[config.mk]
export PLATFORM = sky130hd
export DESIGN_NAME = bitpoll_timeout
export DESIGN_NICKNAME = d
export VERILOG_FILES = /design/src/rtl/bitpoll_pkg.sv /design/src/rtl/bitpoll_match.sv /design/src/rtl/bitpoll_ticker.sv /design/src/rtl/bitpoll_budget.sv /design/src/rtl/bitpoll_timeout.sv
export SDC_FILE = /design/constraint.sdc
export NUM_CORES = 1
export LEC_CHECK = 0
export ABC_AREA = 1
export BUFFER_PORTS_ARGS = -buffer_cell sky130_fd_sc_hd__buf_4
export CAP_MARGIN = 20
export CORE_ASPECT_RATIO = 0.75
export CORE_MARGIN = 10
export CORE_UTILIZATION = 44
export CTS_CLUSTER_DIAMETER = 80
export CTS_CLUSTER_SIZE = 20
export DETAILED_ROUTE_END_ITERATION = 8
export GPL_TIMING_DRIVEN = 0
export PLACE_DENSITY = 0.67
export SLEW_MARGIN = 30
export SYNTH_ARGS = -nofsm -noshare
export SYNTH_HDL_FRONTEND = slang
export SYNTH_SLANG_ARGS = --single-unit
[constraint.sdc]
create_clock -name clk -period 2.9 [get_ports clk]
set_input_delay 0.58 -clock clk [delete_from_list [all_inputs] [get_ports clk]]
set_output_delay 0.58 -clock clk [all_outputs]
set_load 0.1 [all_outputs]
[src/rtl/bitpoll_pkg.sv]
package bitpoll_pkg;
  typedef enum logic [1:0] {
    ST_IDLE  = 2'd0,
    ST_ISSUE = 2'd1,
    ST_AWAIT = 2'd2,
    ST_PAUSE = 2'd3
  } poll_state_e;

  // Customary wait budgets in microseconds
  localparam int BUDGET_ACCESS_US   = 750_000;
  localparam int BUDGET_READY_US    = 2_000_000;
  localparam int BUDGET_EXPECT_US   = 750_000;
  localparam int BUDGET_BURST_US    = 750_000;
  localparam int BUDGET_RESPONSE_US = 2_000_000;
endpackage

[src/rtl/bitpoll_match.sv]
module bitpoll_match #(
  parameter int W = 8
) (
  input  logic [W-1:0] value,
  input  logic [W-1:0] must_set,
  input  logic [W-1:0] must_clear,
  output logic         hit
);
  logic ones_ok;
  logic zeros_ok;

  always_comb begin
    ones_ok  = ((value & must_set) == must_set);
    zeros_ok = ((value & must_clear) == '0);
    hit      = ones_ok && zeros_ok;
  end
endmodule

[src/rtl/bitpoll_ticker.sv]
module bitpoll_ticker #(
  parameter int CLK_PER_US = 125,
  parameter int POLL_US    = 30
) (
  input  logic clk,
  input  logic rst_n,
  input  logic run,
  output logic interval_done
);
  localparam int UW = (POLL_US > 1) ? $clog2(POLL_US) : 1;

  logic          us_tick;
  logic [UW-1:0] us_q;

  generate
    if (CLK_PER_US == 1) begin : g_no_div
      assign us_tick = 1'b1;
    end else begin : g_div
      localparam int DW = $clog2(CLK_PER_US);
      logic [DW-1:0] div_q;
      assign us_tick = (div_q == DW'(CLK_PER_US - 1));
      always_ff @(posedge clk) begin
        if (!rst_n || !run || us_tick) div_q <= '0;
        else                           div_q <= div_q + 1'b1;
      end
    end
  endgenerate

  assign interval_done = run && us_tick && (us_q == UW'(POLL_US - 1));

  always_ff @(posedge clk) begin
    if (!rst_n || !run || interval_done) us_q <= '0;
    else if (us_tick)                     us_q <= us_q + 1'b1;
  end
endmodule

[src/rtl/bitpoll_budget.sv]
module bitpoll_budget #(
  parameter int TMO_W = 22,
  parameter int STEP  = 30
) (
  input  logic             clk,
  input  logic             rst_n,
  input  logic             clear,
  input  logic             charge,
  input  logic [TMO_W-1:0] limit,
  output logic             exhausted
);
  localparam int EW = TMO_W + 1;

  logic [EW-1:0] spent_q;
  logic [EW-1:0] spent_next;

  assign spent_next = spent_q + EW'(STEP);
  assign exhausted  = (spent_next >= {1'b0, limit});

  always_ff @(posedge clk) begin
    if (!rst_n || clear) spent_q <= '0;
    else if (charge)     spent_q <= spent_next;
  end
endmodule

[src/rtl/bitpoll_timeout.sv]
module bitpoll_timeout
  import bitpoll_pkg::*;
#(
  parameter int ADDR_W     = 16,
  parameter int DATA_W     = 8,
  parameter int TMO_W      = 22,
  parameter int CLK_PER_US = 125,
  parameter int POLL_US    = 30
) (
  input  logic              clk,
  input  logic              rst_n,
  input  logic              start,
  input  logic [ADDR_W-1:0] addr,
  input  logic [DATA_W-1:0] set_mask,
  input  logic [DATA_W-1:0] clr_mask,
  input  logic [TMO_W-1:0]  timeout_us,
  output logic              busy,
  output logic              done,
  output logic              matched,
  output logic              timed_out,
  output logic              req_valid,
  input  logic              req_ready,
  output logic [ADDR_W-1:0] req_addr,
  input  logic              rsp_valid,
  output logic              rsp_ready,
  input  logic [DATA_W-1:0] rsp_data
);
  poll_state_e       st_q;
  logic [ADDR_W-1:0] addr_q;
  logic [DATA_W-1:0] set_q;
  logic [DATA_W-1:0] clr_q;
  logic [TMO_W-1:0]  tmo_q;
  logic              done_q;
  logic              matched_q;
  logic              tmo_flag_q;
  logic              hit;
  logic              exhausted;
  logic              pause_over;
  logic              take;
  logic              charge;

  assign take   = start && (st_q == ST_IDLE);
  assign charge = (st_q == ST_AWAIT) && rsp_valid && !hit;

  bitpoll_match #(.W(DATA_W)) u_match (
    .value      (rsp_data),
    .must_set   (set_q),
    .must_clear (clr_q),
    .hit        (hit)
  );

  bitpoll_budget #(.TMO_W(TMO_W), .STEP(POLL_US)) u_budget (
    .clk       (clk),
    .rst_n     (rst_n),
    .clear     (take),
    .charge    (charge),
    .limit     (tmo_q),
    .exhausted (exhausted)
  );

  bitpoll_ticker #(.CLK_PER_US(CLK_PER_US), .POLL_US(POLL_US)) u_ticker (
    .clk           (clk),
    .rst_n         (rst_n),
    .run           (st_q == ST_PAUSE),
    .interval_done (pause_over)
  );

  always_ff @(posedge clk) begin
    if (!rst_n) begin
      st_q       <= ST_IDLE;
      addr_q     <= '0;
      set_q      <= '0;
      clr_q      <= '0;
      tmo_q      <= '0;
      done_q     <= 1'b0;
      matched_q  <= 1'b0;
      tmo_flag_q <= 1'b0;
    end else begin
      done_q <= 1'b0;
      case (st_q)
        ST_IDLE: begin
          if (start) begin
            addr_q    <= addr;
            set_q     <= set_mask;
            clr_q     <= clr_mask;
            tmo_q     <= timeout_us;
            matched_q <= 1'b0;
            if (timeout_us == '0) begin
              done_q     <= 1'b1;
              tmo_flag_q <= 1'b1;
            end else begin
              tmo_flag_q <= 1'b0;
              st_q       <= ST_ISSUE;
            end
          end
        end
        ST_ISSUE: if (req_ready) st_q <= ST_AWAIT;
        ST_AWAIT: begin
          if (rsp_valid) begin
            if (hit) begin
              done_q    <= 1'b1;
              matched_q <= 1'b1;
              st_q      <= ST_IDLE;
            end else if (exhausted) begin
              done_q     <= 1'b1;
              tmo_flag_q <= 1'b1;
              st_q       <= ST_IDLE;
            end else begin
              st_q <= ST_PAUSE;
            end
          end
        end
        ST_PAUSE: if (pause_over) st_q <= ST_ISSUE;
        default:  st_q <= ST_IDLE;
      endcase
    end
  end

  assign busy      = (st_q != ST_IDLE);
  assign done      = done_q;
  assign matched   = matched_q;
  assign timed_out = tmo_flag_q;
  assign req_valid = (st_q == ST_ISSUE);
  assign req_addr  = addr_q;
  assign rsp_ready = (st_q == ST_AWAIT);
endmodule

==> metrics.md <==
| Metric | Value |
|---|---|
| GRT overflow | `0` |
| Dpl hpwl | `10500 um` |
| Total number of vias | `4445` |
| CTS hold repair buffers | `0` |
| Pin count of the biggest net entering global routing | `17` |
| Reg-to-reg endpoint | `st_q[1]$_SDFFE_PN0P_` |
| # IOs | `89` |
| ANT nets after route | `0` |
| Antenna cells | `0` |
| Worst min-delay path class | `register to register` |
| Final Non-Filler Cells | `885` |
| Sw frac | `0.443` |
| Vias in the first global route | `4289` |
| Worst Tran Pin Value | `0.672 ns` |
| Seq cells post-synth | `93` |
| Port Buf Inserts | `roughly 90` |
| Hold EP | `set_q[0]$_SDFFE_PN0P_` |
| Die H | `110 um` |
| Critical Path End Type | `register` |
| Final setup fails | `0` |
| Post-Place Cells | `867` |
| Syn Area/Cell | `7.32 um2` |
| Chip width | `139 um` |
| Data arrival, critical path | `approximately 3.1 ns` |
| Clk_lat worst skew | `0.34 ns` |
| Pre-antenna DRT Iters | `5` |
| Power Dens Cells | `850 mW/mm2` |
| R2R setup slack | `0.13 ns` |
| Share of cells above drive strength 1 | `0.204` |
| Logic pwr share | `0.441` |
| CTS tree | `built` |
| Final Hold Vio Count | `0` |
| Max stage delay on crit path | `~0.35 ns` |
| Routability congestion estimate | `0.899` |
| Hold path start | `set_q[0]$_SDFFE_PN0P_` |
| Die Area | `0.0153 mm2` |
| Worst path slowest cell | `dfxtp_2` |
| Worst VDD drop | `0.395 mV` |
| Fillers | `978` |
| Worst slew margin | `0.548` |
| Row count | `32` |
| WL final | `13100 um` |
| Internal power | `about 2.8 mW` |
| First-pass GRT wire length | `21000 um` |
| MaxCap Viol Count | `0` |
| Cell area after synthesis | `0.00471 mm2` |
| Final worst setup slack | `0.129 ns` |
| Min cycle time layout | `2.77 ns` |
| Initial antenna violation count | `0` |
| Max-slew violations | `0` |
| Critical Path, Cell by Cell | `inv_4, nand3_4, nand2_4, nor2_4, nand2_4, nor2_4, nand2_4, nor2_4, xor2_4, ha_4, nand2_2, nor2_1, nand3_1, nor2_1, a21oi_1, nor2_1, nor2_1, nand4_1, nand2_1, nand2_1, a21oi_2` |
| Final core utilization | `0.576` |
| Setup WS pre-CTS | `-0.0997 ns` |
| Worst endpoint required time | `roughly 3.2 ns` |
| Worst Reg2Reg Path Length in Cells | `21` |
| Clock power frac | `0.236` |
| Outcome | `complete, no violations` |
| Syn nets | `740` |
| Kind of critical path | `register to register` |
| GRT Util Overall | `0.168` |
| Mapped Cells | `roughly 640` |
| Core footprint | `0.0104 mm2` |
| Fmax | `361 MHz` |
| Most common cell after layout, fill and taps aside | `nor2_1` |
| R2r startpoint | `u_budget.spent_q[1]$_SDFFE_PP0P_` |
| Vias per Instance | `5.02` |
| Pwr Total | `between 5 and 6 mW` |
| Startpoint Class | `register` |
| TritonCTS Buffers | `9` |
| Yosys warnings | `0` |
| Clock transition at path regs | `0.07 ns` |
| Clock sinks | `93` |
| H-tree depth | `3` |
| DRC | `0` |
| Leakage | `2.71 nW` |
| Initial Util | `0.454` |
| Period Utilization, post-route | `0.956` |
| Area grow syn2layout | `27.0%` |
| Detailed Route Iter0 Violations | `around 260` |
| Clock buffer depth | `2` |
| Average wire per standard cell | `between 10 and 15 um` |
| Worst Hold Depth | `2` |
| Nets@finish | `around 840` |
| Final Skew | `0.00451 ns` |
| Most frequent cells in the layout | `nor2_1, buf_4, dfxtp_1` |
| Sequential fraction of the synthesis area | `0.396` |
| P_sw | `roughly 2.3 mW` |
| Root Buffer | `clkbuf_16` |
| Yosys cell types | `36` |
| Worst-path fanout max | `5` |
| Sequential power share | `0.323` |
| Cell mode on critical path | `nor2_1` |
==> cell type report <==
class / instances / area (um2) / share of cell area
inverter: 89 / 337 / 0.0563
buffer: 22 / 87.6 / 0.0147
clock buffer: 9 / 225 / 0.0377
clock inverter: 7 / 73.8 / 0.0123
tap: 136 / 170 / 0.0285
sequential: 93 / 1870 / 0.313
multi-input combinational: 439 / 2540 / 0.425
timing repair buffer: 90 / 676 / 0.113
==> routing by layer <==
metal / share of wire / up-vias / GRT usage
met1: 0.49 / 2043 / 0.222
li1: - / 2286 / -
met5: 0 / - / 0
met3: 0.057 / 12 / 0.0483
met4: 0.0091 / 0 / 0.0394
met2: 0.44 / 104 / 0.266
==> Yosys cell counts (all sizes together) <==
cell | n | area share
nand2 | 88 | 0.074
and3 | 3 | 0.0040
clkinv | 2 | 0.0016
inv | 87 | 0.069
a21o | 2 | 0.0032
or2 | 2 | 0.0027
o22ai | 5 | 0.0066
buf | 4 | 0.0043
xor2 | 18 | 0.035
a211oi | 7 | 0.012
a22o | 2 | 0.0037
nor3 | 6 | 0.0085
dfxtp | 93 | 0.40
nor2 | 103 | 0.090
nand3 | 18 | 0.021
ha | 30 | 0.080
nor3b | 2 | 0.0032
o21a | 1 | 0.0016
nand4 | 8 | 0.012
o21ai | 69 | 0.073
a31oi | 1 | 0.0013
clkbuf | 18 | 0.014
nor4 | 4 | 0.0053
or3 | 1 | 0.0013
xnor2 | 2 | 0.0037
a21oi | 67 | 0.072
==> kinds of logic after synthesis <==
logic type	share of synthesized area
xor+xnor	0.0388
simple gates	0.222
buf+inv	0.0896
fa+ha+maj	0.0797
flops	0.396
compound gates	0.174
==> repair_timing <==
| item | 4_1_cts | 5_1_grt |
|---|---|---|
| endpoints found under the setup margin | 4 | 4 |
| gates resized for setup | 2 | 26 |
| buffers inserted | 1 | 1 |
| hold endpoints to repair | 0 | 0 |
| pin swaps | 1 | 13 |
==> worst max-delay path, delay by kind of cell (launching register included) <==
kind                     cells  cell delay (ns)
AO/OA/AOI/OAI                2             0.21
AND/OR/NAND/NOR             16             1.62
XOR/XNOR                     1             0.21
adder cells (fa/ha/maj)      1             0.24
flip-flops                   1             0.35
buffers and inverters        1             0.06
==> flip-flops by register name, indices dropped and copies added (netlist names) <==
signal,cells
clr_q,8
done,1
matched,1
req_addr,16
set_q,8
st_q,2
timed_out,1
tmo_q,22
u_budget.spent_q,22
u_ticker.g_div.div_q,7
u_ticker.us_q,5
==> power by group through the flow <==
stage | Sequential (mW) | Combinational (mW) | Clock, mW
final | 1.64 | 2.24 | 1.20
after global routing | 1.67 | 2.47 | 1.27
after CTS | 1.64 | 2.19 | 1.22
after detailed placement | 1.66 | 2.18 | 0
after global placement | 1.66 | 2.12 | 0
after floorplan | 2.12 | 1.17 | 0
==> metrics by stage <==
step,hold slack [ns],area (um2),setup TNS [ns]
after floorplan,0.430,4710,0
after global placement,0.441,5540,-0.0829
after detailed placement,0.450,5540,-0.224
after CTS,0.457,5850,0
after global routing,0.472,5980,-0.0248
final,0.454,5980,0
==> how the worst max path moves through the flow <==
stage                      endpoint  cells after the start                              from
3_3_place_gp   st_q[1]$_SDFFE_PN0P_                     16  u_budget.spent_q[1]$_SDFFE_PP0P_
6_report       st_q[1]$_SDFFE_PN0P_                     21  u_budget.spent_q[1]$_SDFFE_PP0P_
2_1_floorplan  st_q[1]$_SDFFE_PN0P_                     16  u_budget.spent_q[1]$_SDFFE_PP0P_
3_5_place_dp        done$_SDFF_PN0_                     15  u_budget.spent_q[1]$_SDFFE_PP0P_
5_1_grt        st_q[1]$_SDFFE_PN0P_                     21  u_budget.spent_q[1]$_SDFFE_PP0P_
4_1_cts             done$_SDFF_PN0_                     15  u_budget.spent_q[1]$_SDFFE_PP0P_
Power figures use the tool's default switching activity.
